<file path="src/rtl/evt_intc_pkg.sv">
package evt_intc_pkg;
  localparam int DATA_W = 32;
  localparam int ADDR_W = 12;

  typedef enum logic [2:0] {
    RD_NONE, RD_MASK, RD_SWTRIG, RD_RAW, RD_AFF, RD_EVT, RD_IPI
  } rdSel_e;

  typedef enum logic [1:0] {
    EV_NONE = 2'd0,
    EV_HW   = 2'd1,
    EV_IPI  = 2'd2
  } evType_e;

  // Strobes from the decoder to the state and arbitration datapath
  typedef struct packed {
    logic        maskSet;
    logic        maskClr;
    logic        swSet;
    logic        swClr;
    logic        affWr;
    logic        ipiSet;
    logic        ipiClr;
    logic        evtAck;
    rdSel_e      rdSel;
    logic [7:0]  cpu;
    logic [7:0]  idx;
    logic [31:0] wdata;
  } strobe_t;
endpackage

</file>
<file path="src/rtl/evt_intc_ctrl.sv">
module evt_intc_ctrl
  import evt_intc_pkg::*;
#(
  parameter int NUM_IRQ = 16,
  parameter int NUM_CPU = 2,
  parameter int CPU_W   = 1
) (
  input  logic              clk,
  input  logic              rst,
  input  logic              busValid,
  input  logic              busWrite,
  input  logic [CPU_W-1:0]  busCpu,
  input  logic [ADDR_W-1:0] busAddr,
  input  logic [DATA_W-1:0] busWdata,
  output strobe_t           stb
);
  localparam int WIN_W = ADDR_W - 8;

  logic [WIN_W-1:0] win;
  logic [7:0]       off;
  logic [7:0]       tgt;
  logic             cpuOk;
  logic             affOk;

  always_comb begin
    win = busAddr[ADDR_W-1:8];
    off = busAddr[7:0];
    affOk = off[7] && (32'(off[6:0]) < NUM_IRQ);
    if (win == WIN_W'(1)) begin
      tgt   = 8'(busCpu);
      cpuOk = 32'(busCpu) < NUM_CPU;
    end else begin
      tgt   = 8'(win) - 8'd2;
      cpuOk = (32'(win) >= 2) && ((32'(win) - 2) < NUM_CPU);
    end

    stb       = '0;
    stb.rdSel = RD_NONE;
    stb.wdata = busWdata;
    if (busValid) begin
      if (win == '0) begin
        if (busWrite) begin
          case (off)
            8'h00:   stb.maskSet = 1'b1;
            8'h01:   stb.maskClr = 1'b1;
            8'h02:   stb.swSet   = 1'b1;
            8'h03:   stb.swClr   = 1'b1;
            default: if (affOk) begin
              stb.affWr = 1'b1;
              stb.idx   = {1'b0, off[6:0]};
            end
          endcase
        end else begin
          case (off)
            8'h00:   stb.rdSel = RD_MASK;
            8'h02:   stb.rdSel = RD_SWTRIG;
            8'h04:   stb.rdSel = RD_RAW;
            default: if (affOk) begin
              stb.rdSel = RD_AFF;
              stb.idx   = {1'b0, off[6:0]};
            end
          endcase
        end
      end else if (cpuOk) begin
        stb.cpu = tgt;
        if (busWrite) begin
          if (off == 8'h01) stb.ipiSet = 1'b1;
          if (off == 8'h02) stb.ipiClr = 1'b1;
        end else begin
          if (off == 8'h00) begin
            stb.evtAck = 1'b1;
            stb.rdSel  = RD_EVT;
          end
          if (off == 8'h01) stb.rdSel = RD_IPI;
        end
      end
    end
  end

  AST_ONE_STROBE: assert property (@(posedge clk) disable iff (rst)
    $onehot0({stb.maskSet, stb.maskClr, stb.swSet, stb.swClr,
              stb.affWr, stb.ipiSet, stb.ipiClr, stb.evtAck}));
endmodule

</file>
<file path="src/rtl/evt_intc_dp.sv">
module evt_intc_dp
  import evt_intc_pkg::*;
#(
  parameter int NUM_IRQ = 16,
  parameter int NUM_CPU = 2
) (
  input  logic               clk,
  input  logic               rst,
  input  logic [NUM_IRQ-1:0] irqLines,
  input  strobe_t            stb,
  output logic               rdValid,
  output logic [DATA_W-1:0]  rdData,
  output logic [NUM_CPU-1:0] irqOut
);
  logic [NUM_IRQ-1:0]              maskQ, swQ, live, autoMask;
  logic [NUM_IRQ-1:0][NUM_CPU-1:0] affQ;
  logic [NUM_CPU-1:0][1:0]         ipiQ;
  logic [NUM_CPU-1:0][1:0]         evType;
  logic [NUM_CPU-1:0][15:0]        evIdx;
  logic [NUM_CPU-1:0]              pend;
  logic [NUM_CPU-1:0][NUM_IRQ-1:0] ackHwVec;
  logic [NUM_CPU-1:0][1:0]         ackIpiVec;
  logic [NUM_IRQ-1:0]              wMask;
  logic [DATA_W-1:0]               rdNext;
  logic                            unusedBits;

  assign live       = (irqLines | swQ) & ~maskQ;
  assign wMask      = stb.wdata[NUM_IRQ-1:0];
  assign unusedBits = ^stb.wdata;

  for (genvar c = 0; c < NUM_CPU; c++) begin : g_cpu
    logic [NUM_IRQ-1:0] elig;
    logic [15:0]        hwIdx;
    logic [1:0]         typeL;
    logic [15:0]        idxL;
    logic               ackThis;

    always_comb begin
      for (int i = 0; i < NUM_IRQ; i++) elig[i] = live[i] & affQ[i][c];
      hwIdx = '0;
      for (int i = NUM_IRQ - 1; i >= 0; i--) if (elig[i]) hwIdx = 16'(i);
      if (ipiQ[c][0])      begin typeL = EV_IPI;  idxL = 16'd0; end
      else if (ipiQ[c][1]) begin typeL = EV_IPI;  idxL = 16'd1; end
      else if (|elig)      begin typeL = EV_HW;   idxL = hwIdx; end
      else                 begin typeL = EV_NONE; idxL = 16'd0; end
    end

    assign ackThis      = stb.evtAck && (stb.cpu == 8'(c));
    assign evType[c]    = typeL;
    assign evIdx[c]     = idxL;
    assign pend[c]      = (|ipiQ[c]) | (|elig);
    assign ackHwVec[c]  = (ackThis && typeL == EV_HW) ? (NUM_IRQ'(1) << hwIdx) : '0;
    assign ackIpiVec[c] = (ackThis && typeL == EV_IPI) ? (2'b01 << idxL[0]) : 2'b00;

    AST_AUTO_MASK: assert property (@(posedge clk) disable iff (rst)
      (ackThis && typeL == EV_HW) |=> maskQ[$past(hwIdx)]);
    AST_IPI_DROP: assert property (@(posedge clk) disable iff (rst)
      (ackThis && typeL == EV_IPI) |=> !ipiQ[c][$past(idxL[0])]);
    AST_NONE_QUIET: assert property (@(posedge clk) disable iff (rst)
      (ackThis && typeL == EV_NONE) |=> ($stable(maskQ) && $stable(ipiQ)));
    AST_OUT_IDLE: assert property (@(posedge clk) disable iff (rst)
      ($past(maskQ) == '1 && $past(ipiQ[c]) == 2'b00) |-> !irqOut[c]);
  end

  always_comb begin
    autoMask = '0;
    for (int c = 0; c < NUM_CPU; c++) autoMask |= ackHwVec[c];
  end

  always_comb begin
    rdNext = '0;
    case (stb.rdSel)
      RD_MASK:   rdNext = DATA_W'(maskQ);
      RD_SWTRIG: rdNext = DATA_W'(swQ);
      RD_RAW:    rdNext = DATA_W'(irqLines);
      RD_AFF:
        for (int i = 0; i < NUM_IRQ; i++)
          if (stb.idx == 8'(i)) rdNext = DATA_W'(affQ[i]);
      RD_EVT:
        for (int c = 0; c < NUM_CPU; c++)
          if (stb.cpu == 8'(c)) rdNext = {14'd0, evType[c], evIdx[c]};
      RD_IPI:
        for (int c = 0; c < NUM_CPU; c++)
          if (stb.cpu == 8'(c)) rdNext = DATA_W'(ipiQ[c]);
      default: rdNext = '0;
    endcase
  end

  always_ff @(posedge clk) begin
    if (rst) begin
      maskQ   <= '1;
      swQ     <= '0;
      ipiQ    <= '0;
      irqOut  <= '0;
      rdValid <= 1'b0;
      rdData  <= '0;
      for (int i = 0; i < NUM_IRQ; i++) affQ[i] <= NUM_CPU'(1);
    end else begin
      maskQ <= (maskQ | (stb.maskSet ? wMask : '0) | autoMask)
             & ~(stb.maskClr ? wMask : '0);
      swQ   <= (swQ | (stb.swSet ? wMask : '0)) & ~(stb.swClr ? wMask : '0);
      for (int i = 0; i < NUM_IRQ; i++)
        if (stb.affWr && stb.idx == 8'(i)) affQ[i] <= stb.wdata[NUM_CPU-1:0];
      for (int c = 0; c < NUM_CPU; c++) begin
        if (stb.cpu == 8'(c) && stb.ipiSet)
          ipiQ[c] <= ipiQ[c] | stb.wdata[1:0];
        else if (stb.cpu == 8'(c) && stb.ipiClr)
          ipiQ[c] <= ipiQ[c] & ~stb.wdata[1:0];
        else
          ipiQ[c] <= ipiQ[c] & ~ackIpiVec[c];
      end
      irqOut  <= pend;
      rdValid <= (stb.rdSel != RD_NONE);
      rdData  <= rdNext;
    end
  end
endmodule

</file>
<file path="src/rtl/evt_intc.sv">
module evt_intc
  import evt_intc_pkg::*;
#(
  parameter int NUM_IRQ = 16,
  parameter int NUM_CPU = 2,
  localparam int CPU_W  = (NUM_CPU > 1) ? $clog2(NUM_CPU) : 1
) (
  input  logic               clk,
  input  logic               rst,
  input  logic [NUM_IRQ-1:0] irqLines,
  input  logic               busValid,
  input  logic               busWrite,
  input  logic [CPU_W-1:0]   busCpu,
  input  logic [11:0]        busAddr,
  input  logic [31:0]        busWdata,
  output logic               busRdValid,
  output logic [31:0]        busRdata,
  output logic [NUM_CPU-1:0] irqOut
);
  strobe_t stb;

  initial begin
    assert (NUM_IRQ >= 1 && NUM_IRQ <= 32);
    assert (NUM_CPU >= 1 && NUM_CPU <= 8);
  end

  evt_intc_ctrl #(.NUM_IRQ(NUM_IRQ), .NUM_CPU(NUM_CPU), .CPU_W(CPU_W)) u_ctrl (
    .clk(clk), .rst(rst), .busValid(busValid), .busWrite(busWrite),
    .busCpu(busCpu), .busAddr(busAddr), .busWdata(busWdata), .stb(stb)
  );

  evt_intc_dp #(.NUM_IRQ(NUM_IRQ), .NUM_CPU(NUM_CPU)) u_dp (
    .clk(clk), .rst(rst), .irqLines(irqLines), .stb(stb),
    .rdValid(busRdValid), .rdData(busRdata), .irqOut(irqOut)
  );
endmodule

</file>
<file path="config.mk">
export PLATFORM = sky130hd
export DESIGN_NAME = evt_intc
export DESIGN_NICKNAME = d
export VERILOG_FILES = /design/src/rtl/evt_intc_pkg.sv /design/src/rtl/evt_intc_ctrl.sv /design/src/rtl/evt_intc_dp.sv /design/src/rtl/evt_intc.sv
export SDC_FILE = /design/constraint.sdc
export NUM_CORES = 1
export LEC_CHECK = 0
export ABC_AREA = 1
export BUFFER_PORTS_ARGS = -buffer_cell sky130_fd_sc_hd__buf_2
export CAP_MARGIN = 25
export CORE_ASPECT_RATIO = 1.4
export CORE_MARGIN = 1
export CORE_UTILIZATION = 34
export DETAILED_ROUTE_END_ITERATION = 10
export GPL_ROUTABILITY_DRIVEN = 0
export SLEW_MARGIN = 20
export SYNTH_ARGS = -nofsm -noshare
export SYNTH_HDL_FRONTEND = slang
export SYNTH_SLANG_ARGS = --single-unit
</file>
<file path="constraint.sdc">
create_clock -name clk -period 2.27 [get_ports clk]
set_input_delay 0.3405 -clock clk [delete_from_list [all_inputs] [get_ports clk]]
set_output_delay 0.3405 -clock clk [all_outputs]
set_load 0.01 [all_outputs]
</file>
Yosys cells after proc, flatten, opt, wreduce, memory -nomap -nowiden
Index checks and enable logic that the tools add are counted.
Word-level totals
  register bits after elaboration: 103
  input port bits: 65
Cells by class
  $add $sub $neg: 2
  order comparisons: 3
  equality and inequality tests: 31
  shift-type cells: 4
  mux-type cells: 104
  bitwise logic cells: 54
  reduce and logical (&&, ||, !) cells: 39
Operators with widths (count)
  $mux 16: 26
  $pmux 32 s6: 1
  $mux 4: 20
  $or 16x16->16: 5
  $eq 8x4->1 const B: 8
  $mux 2: 29
  $and 16x16->16: 3
  $mux 8: 6
  $not 16->16: 3
  $eq 8x3->1 const B: 5
  $mux 18: 2
  $and 1x1->1: 32
  $eq 8x2->1 const B: 4
  $lt 32x2->1 const B: 1
  $reduce_or 16->1: 2
  $logic_and 1x1->1: 28
  $mux 27: 1
  $eq 8x1->1 const B: 3
  $logic_not 8->1: 3
  $shl 1x16->16 const A: 1
  $shl 1x4->16 const A: 1
  $mux 3: 5
  $mux 14: 1
  $mux 5: 2
  22 further kinds: 45

Logic depth before layout (Yosys ltp)
  depth in word-level cells: 28
  mapped depth: 25
  mapped depth without buffers: 25

Hierarchy
From an unflattened synthesis, not the netlist that was laid out.
Unflattened totals
  cell total of the unflattened synthesis: 948
  area total of the unflattened synthesis: 5881.9 um2
By module, submodules not included
  evt_intc_dp: instances 1, cells each 817, area each 5089.9 um2, sequential area each 1781.7 um2
  evt_intc_ctrl: instances 1, cells each 131, area each 792.0 um2, sequential area each 0.0 um2

Least setup slack after synthesis
OpenSTA, ideal clock, no wires.
  path kind: in2reg
  start point: input busAddr[10]
  end point: register u_dp.maskQ[15]
  setup time: 0.061 ns
  arrival: 2.057 ns
  required time: 2.209 ns
  setup slack: 0.152 ns
  cell stages on the path: 17
  path buffers: 0
  path through: inv_2 -> ha_1 -> ha_1 -> nand4_1 -> o21ai_4 -> inv_2 -> nor2_4 -> inv_2 -> nor2_1 -> nand2_1 -> nor2_4 -> inv_2 -> nor2_1 -> nor2_1 -> o21ai_0 -> nand2_1 -> nand2_1
Between the ends
  cells in the longest elaborated chain, start to end: 14
  elaborated cells between the ends (all ways): 29
Ends and longest elaborated chain
  start: declaration: RTL line evt_intc.sv:14  | input logic [11:0] busAddr,
  $sub 4x2->5: RTL line evt_intc_ctrl.sv:33, evt_intc_ctrl.sv:34
  $lt 32x2->1: RTL line evt_intc_ctrl.sv:34  | cpuOk = (32'(win) >= 2) && ((32'(win) - 2) < NUM_CPU);
  $logic_and 1x1->1: RTL line evt_intc_ctrl.sv:34
  $mux 1: RTL line evt_intc_ctrl.sv:29  | if (win == WIN_W'(1)) begin
  $mux 14: RTL line evt_intc_ctrl.sv:64  | end else if (cpuOk) begin
  $mux 8: RTL line evt_intc_ctrl.sv:41  | if (win == '0) begin
  $mux 27 (*): RTL line evt_intc_ctrl.sv:40  | if (busValid) begin
  $eq 8x1->1 or $logic_not 8->1 (tied branches): RTL line evt_intc_dp.sv:48  | assign ackThis = stb.evtAck && (stb.cpu == 8'(c));
  $logic_and 1x1->1: RTL line evt_intc_dp.sv:48
  $logic_and 1x1->1: RTL line evt_intc_dp.sv:52  | assign ackHwVec[c] = (ackThis && typeL == EV_HW) ? (NUM_IRQ'(1) << hwIdx) : '0;
  $mux 16: RTL line evt_intc_dp.sv:52
  $or 16x16->16: RTL line evt_intc_dp.sv:67  | for (int c = 0; c < NUM_CPU; c++) autoMask |= ackHwVec[c];
  $or 16x16->16: RTL line evt_intc_dp.sv:99  | maskQ <= (maskQ | (stb.maskSet ? wMask : '0) | autoMask)
  $and 16x16->16 (*): RTL line evt_intc_dp.sv:100  | & ~(stb.maskClr ? wMask : '0);
  end signal: assignment: RTL line evt_intc_dp.sv:99
  end: declaration: RTL line evt_intc_dp.sv:15  | logic [NUM_IRQ-1:0] maskQ, swQ, live, autoMask;
Every way passes the cells marked *; elsewhere a longest branch is shown, timed or not.
A chain may end at the register's enable or synchronous reset.

Worst setup path in the final report
  start point: register u_dp.swQ[10]
  end point: register u_dp.maskQ[7]
Between the ends
  cells in the longest elaborated chain, start to end: 19
  elaborated cells between the ends (all ways): 45
Ends and longest elaborated chain
  start: declaration: RTL line evt_intc_dp.sv:15
  start signal: assignment: RTL line evt_intc_dp.sv:101  | swQ <= (swQ | (stb.swSet ? wMask : '0)) & ~(stb.swClr ? wMask : '0);
  $or 16x16->16 (*): RTL line evt_intc_dp.sv:27  | assign live = (irqLines | swQ) & ~maskQ;
  $and 16x16->16 (*): RTL line evt_intc_dp.sv:27
  $and 1x1->1: RTL line evt_intc_dp.sv:39  | for (int i = 0; i < NUM_IRQ; i++) elig[i] = live[i] & affQ[i][c];
  $mux 16 or $mux 4 (tied branches) (11 in a row): RTL line evt_intc_dp.sv:41  | for (int i = NUM_IRQ - 1; i >= 0; i--) if (elig[i]) hwIdx = 16'(i);
  $shl 1x16->16 or $shl 1x4->16 (tied branches): RTL line evt_intc_dp.sv:52
  $mux 16: RTL line evt_intc_dp.sv:52
  $or 16x16->16 (*): RTL line evt_intc_dp.sv:67
  $or 16x16->16 (*): RTL line evt_intc_dp.sv:99
  $and 16x16->16 (*): RTL line evt_intc_dp.sv:100
Marked as above.

==> flow_summary.yaml <==
outcome:
  status: "finished with violations"
  violations: "design-rule violations"
cells_and_area:
  antennaDiodeCount: 0
  nets: 1154
  layout-drive-gt1-share_pct: 25.0
  fillers: 1723
  fin_cells: 1290
  area.growth.synth_to_final_pct: 30.5
detailed_routing:
  drc: 4
  wl_per_cell_um: 14.4
  drt_first_pass_iters: 8
  vias: 6350
  first_iter_violations: 410
  wl_mm: 18.5
  viasPerCell: 4.92
  final_antenna_net_count: 0
yosys:
  synth_edf_count: 0
  synth_compound_area_share_pct: 18.6
  ys_top_cells_by_area: "dfxtp_1, nand2_1, inv_1, nor2_1, o21ai_0"
  synth-seq-area-share_pct: 30.9
  ys_top_cells_by_count: "nand2_1, inv_1, nor2_1, dfxtp_1, o21ai_0"
  synth_warnings: 0
  synthMuxAreaShare_pct: 0
  syn_area_sq_um: 5760
  synth-seq-cells: 89
  synth.top_cell.area_share_pct: 30.9
  async_flop_share_pct: 0
  avgSynthCellArea_sq_um: 6.25
  synth.most_common_cell: "nand2_1"
  yosys.area.top_type: "dfxtp_1"
  ys_types: 51
  synth_top_family_by_area: "simple AND/OR/NAND/NOR gates"
  synth_cells: 921
  synthAdderAreaFrac_pct: 0.652
  synth_xor_area_share_pct: 0
  synth_ff_type: "dfxtp_1"
  synthSimpleGateAreaFrac_pct: 36.4
place:
  placed_cells: 1273
  dpl.hpwl_mm: 14.8
  place_ws_ns: -0.181
  port_buffers: 69
worst_setup_path:
  r2r_slack_ns: 0.14
  arrival_ns: 2.36
  crit_required_ns: 2.51
  crit_type: "flop to flop"
  cp-start-kind: "flop"
  crit_fanout: 3
  timing.rr.start: "u_dp.swQ[10]"
  crit_path_end_kind: "flop"
  r2r_cells: 20
  r2r-end: "u_dp.maskQ[7]"
clocking:
  htree_levels: 3
  clock_latency_ns: 0.35
  cts_sinks: 89
  cts_buffer_depth: 2
  cts_buffers: 9
  cts-root-buf: "clkbuf_16"
  cts_tree: "built"
  clk_pin_slew_ns: 0.07
floorplanning:
  io_pins: 100
  dieWidth_um: 112
  die-area_sq_um: 17500
  chipHeight_um: 156
  placementRows: 55
  initial_utilization_pct: 35.2
  core_area_sq_um: 16400
timing:
  period_needed_ns: 2.13
  tns_ns: 0
  finalCritPeriodShare_pct: 93.6
  clock.fmax_mhz: 471
  tightestPinTransition_ns: 0.578
  drv_slew: 0
  slew_headroom_pct: 61.3
  skew_ns: 0.00681
  setup_slack_ns: 0.145
  hold_violations: 0
  setup_viol: 0
pwr:
  power_mw: 3.45
  powerDensity_nw_per_um2: 459
  p_leak_nw: 3.81
  peakVddDrop_mv: 0.334
grt:
  track_usage_pct: 21.8
  antenna_found_initial: 0
  first_global_vias: 6208
  grt_pass1_wl_mm: 29.7
  grt-ovfl-total: 0
  grt_max_degree: 60
worst_hold_path:
  worstHoldStart: "busWdata[15]"
  hold_path_end: "u_dp.swQ[15]"
  hold_path.class: "input pin to flop"
  hold_path_depth: 2
job:
  timing.max_cap.violations: 0
==> worst max-delay path by stage <==
stage	start	endpoint	slack (ns)
floorplan	busAddr[10]	u_dp.maskQ[15]	0.15
global placement	irqLines[15]	u_dp.maskQ[7]	-0.18
detailed placement	irqLines[15]	u_dp.maskQ[7]	-0.18
CTS	u_dp.swQ[15]	u_dp.maskQ[7]	-0.002
global route	u_dp.swQ[12]	u_dp.maskQ[8]	-0.03
finish	u_dp.swQ[10]	u_dp.maskQ[7]	0.14
==> worst max-delay path, stage by stage (launching register included) <==
cell and delay (ns):
dfxtp_1 0.31, nor2_1 0.12, nor2_1 0.05, buf_4 0.15, nand2_1 0.08, nand2_1 0.11
nor2_2 0.15, nand2_1 0.11, nor2_4 0.16, nor2_1 0.05, inv_1 0.07, nor2_1 0.04
inv_1 0.08, nor2_4 0.05, inv_2 0.05, nor2_1 0.04, nor2_1 0.11, o21ai_2 0.07
buf_4 0.14, nand2_1 0.05, nand2_1 0.04
==> cells by family (layout without fill, tap and decap cells) <==
kind of cell	Yosys count	after routing
AOI/OAI and AO/OA	173	173
adders and majority gates	3	3
buffers and inverters	181	338
DFF	89	89
other	1	14
and+or+nand+nor	474	474
==> layout by cell type (no fill, tap or decap), types with 11 or more instances in the layout <==
master and count:
nor2_1 101, nand3_1 37, dfxtp_1 86, o21ai_0 58, nand2_1 251, a21oi_1 49
nand4_1 11, conb_1 14, inv_2 17, buf_4 97, nand2_2 16, o211ai_1 18
nor2_2 12, nand3b_1 12, o221ai_1 12, buf_2 69, inv_1 128
==> per-layer routing <==
metal	wire (um)	track usage, %	part of all wire (%)	up-vias
li1	-	-	-	3265
met1	7510	23.3	41	2874
met2	9670	41.4	52	168
met3	625	2.87	3.4	43
met4	726	11.2	3.9	0
met5	0	0	0	-
==> layout make-up <==
cell class | instances | area (sq um) | share of cell area [%]
Clock buffer | 10 | 229 | 3.05
Inverter | 147 | 553 | 7.36
Timing Repair Buffer | 175 | 1240 | 16.4
Sequential cell | 89 | 1790 | 23.8
Multi-Input combinational cell | 664 | 3370 | 44.9
Clock inverter | 6 | 91.3 | 1.22
Tap cell | 199 | 249 | 3.31
==> through the flow <==
step | utilization (%) | area (sq um) | hold WS, ns
finish | 45.9 | 7520 | 0.186
global route | 45.9 | 7520 | 0.178
CTS | 45.1 | 7390 | 0.176
detailed placement | 43.1 | 7060 | 0.485
global placement | 43.1 | 7060 | 0.467
floorplan | - | 5810 | 0.428
==> sequential cells by signal (all words and copies together) (netlist names) <==
signal        cells
u_dp.maskQ       16
u_dp.affQ        32
u_dp.swQ         16
u_dp.irqOut       2
u_dp.rdValid      1
u_dp.rdData      18
u_dp.ipiQ         4
==> power by group <==
group / switching (mW) / internal [mW] / total [mW]
Clock: 0.673 / 0.970 / 1.64
Combinational: 0.162 / 0.0866 / 0.249
Sequential: 0.000148 / 1.56 / 1.56
Total: 0.835 / 2.62 / 3.45
==> repair_timing <==
item / in CTS / in global routing
setup endpoints to repair: 7 / 16
gates resized for setup: 3 / 40
setup buffers: 0 / 1
hold buffers: 0 / 0
pin swaps: 0 / 15
Note: power is estimated with default switching activity, not from simulation.
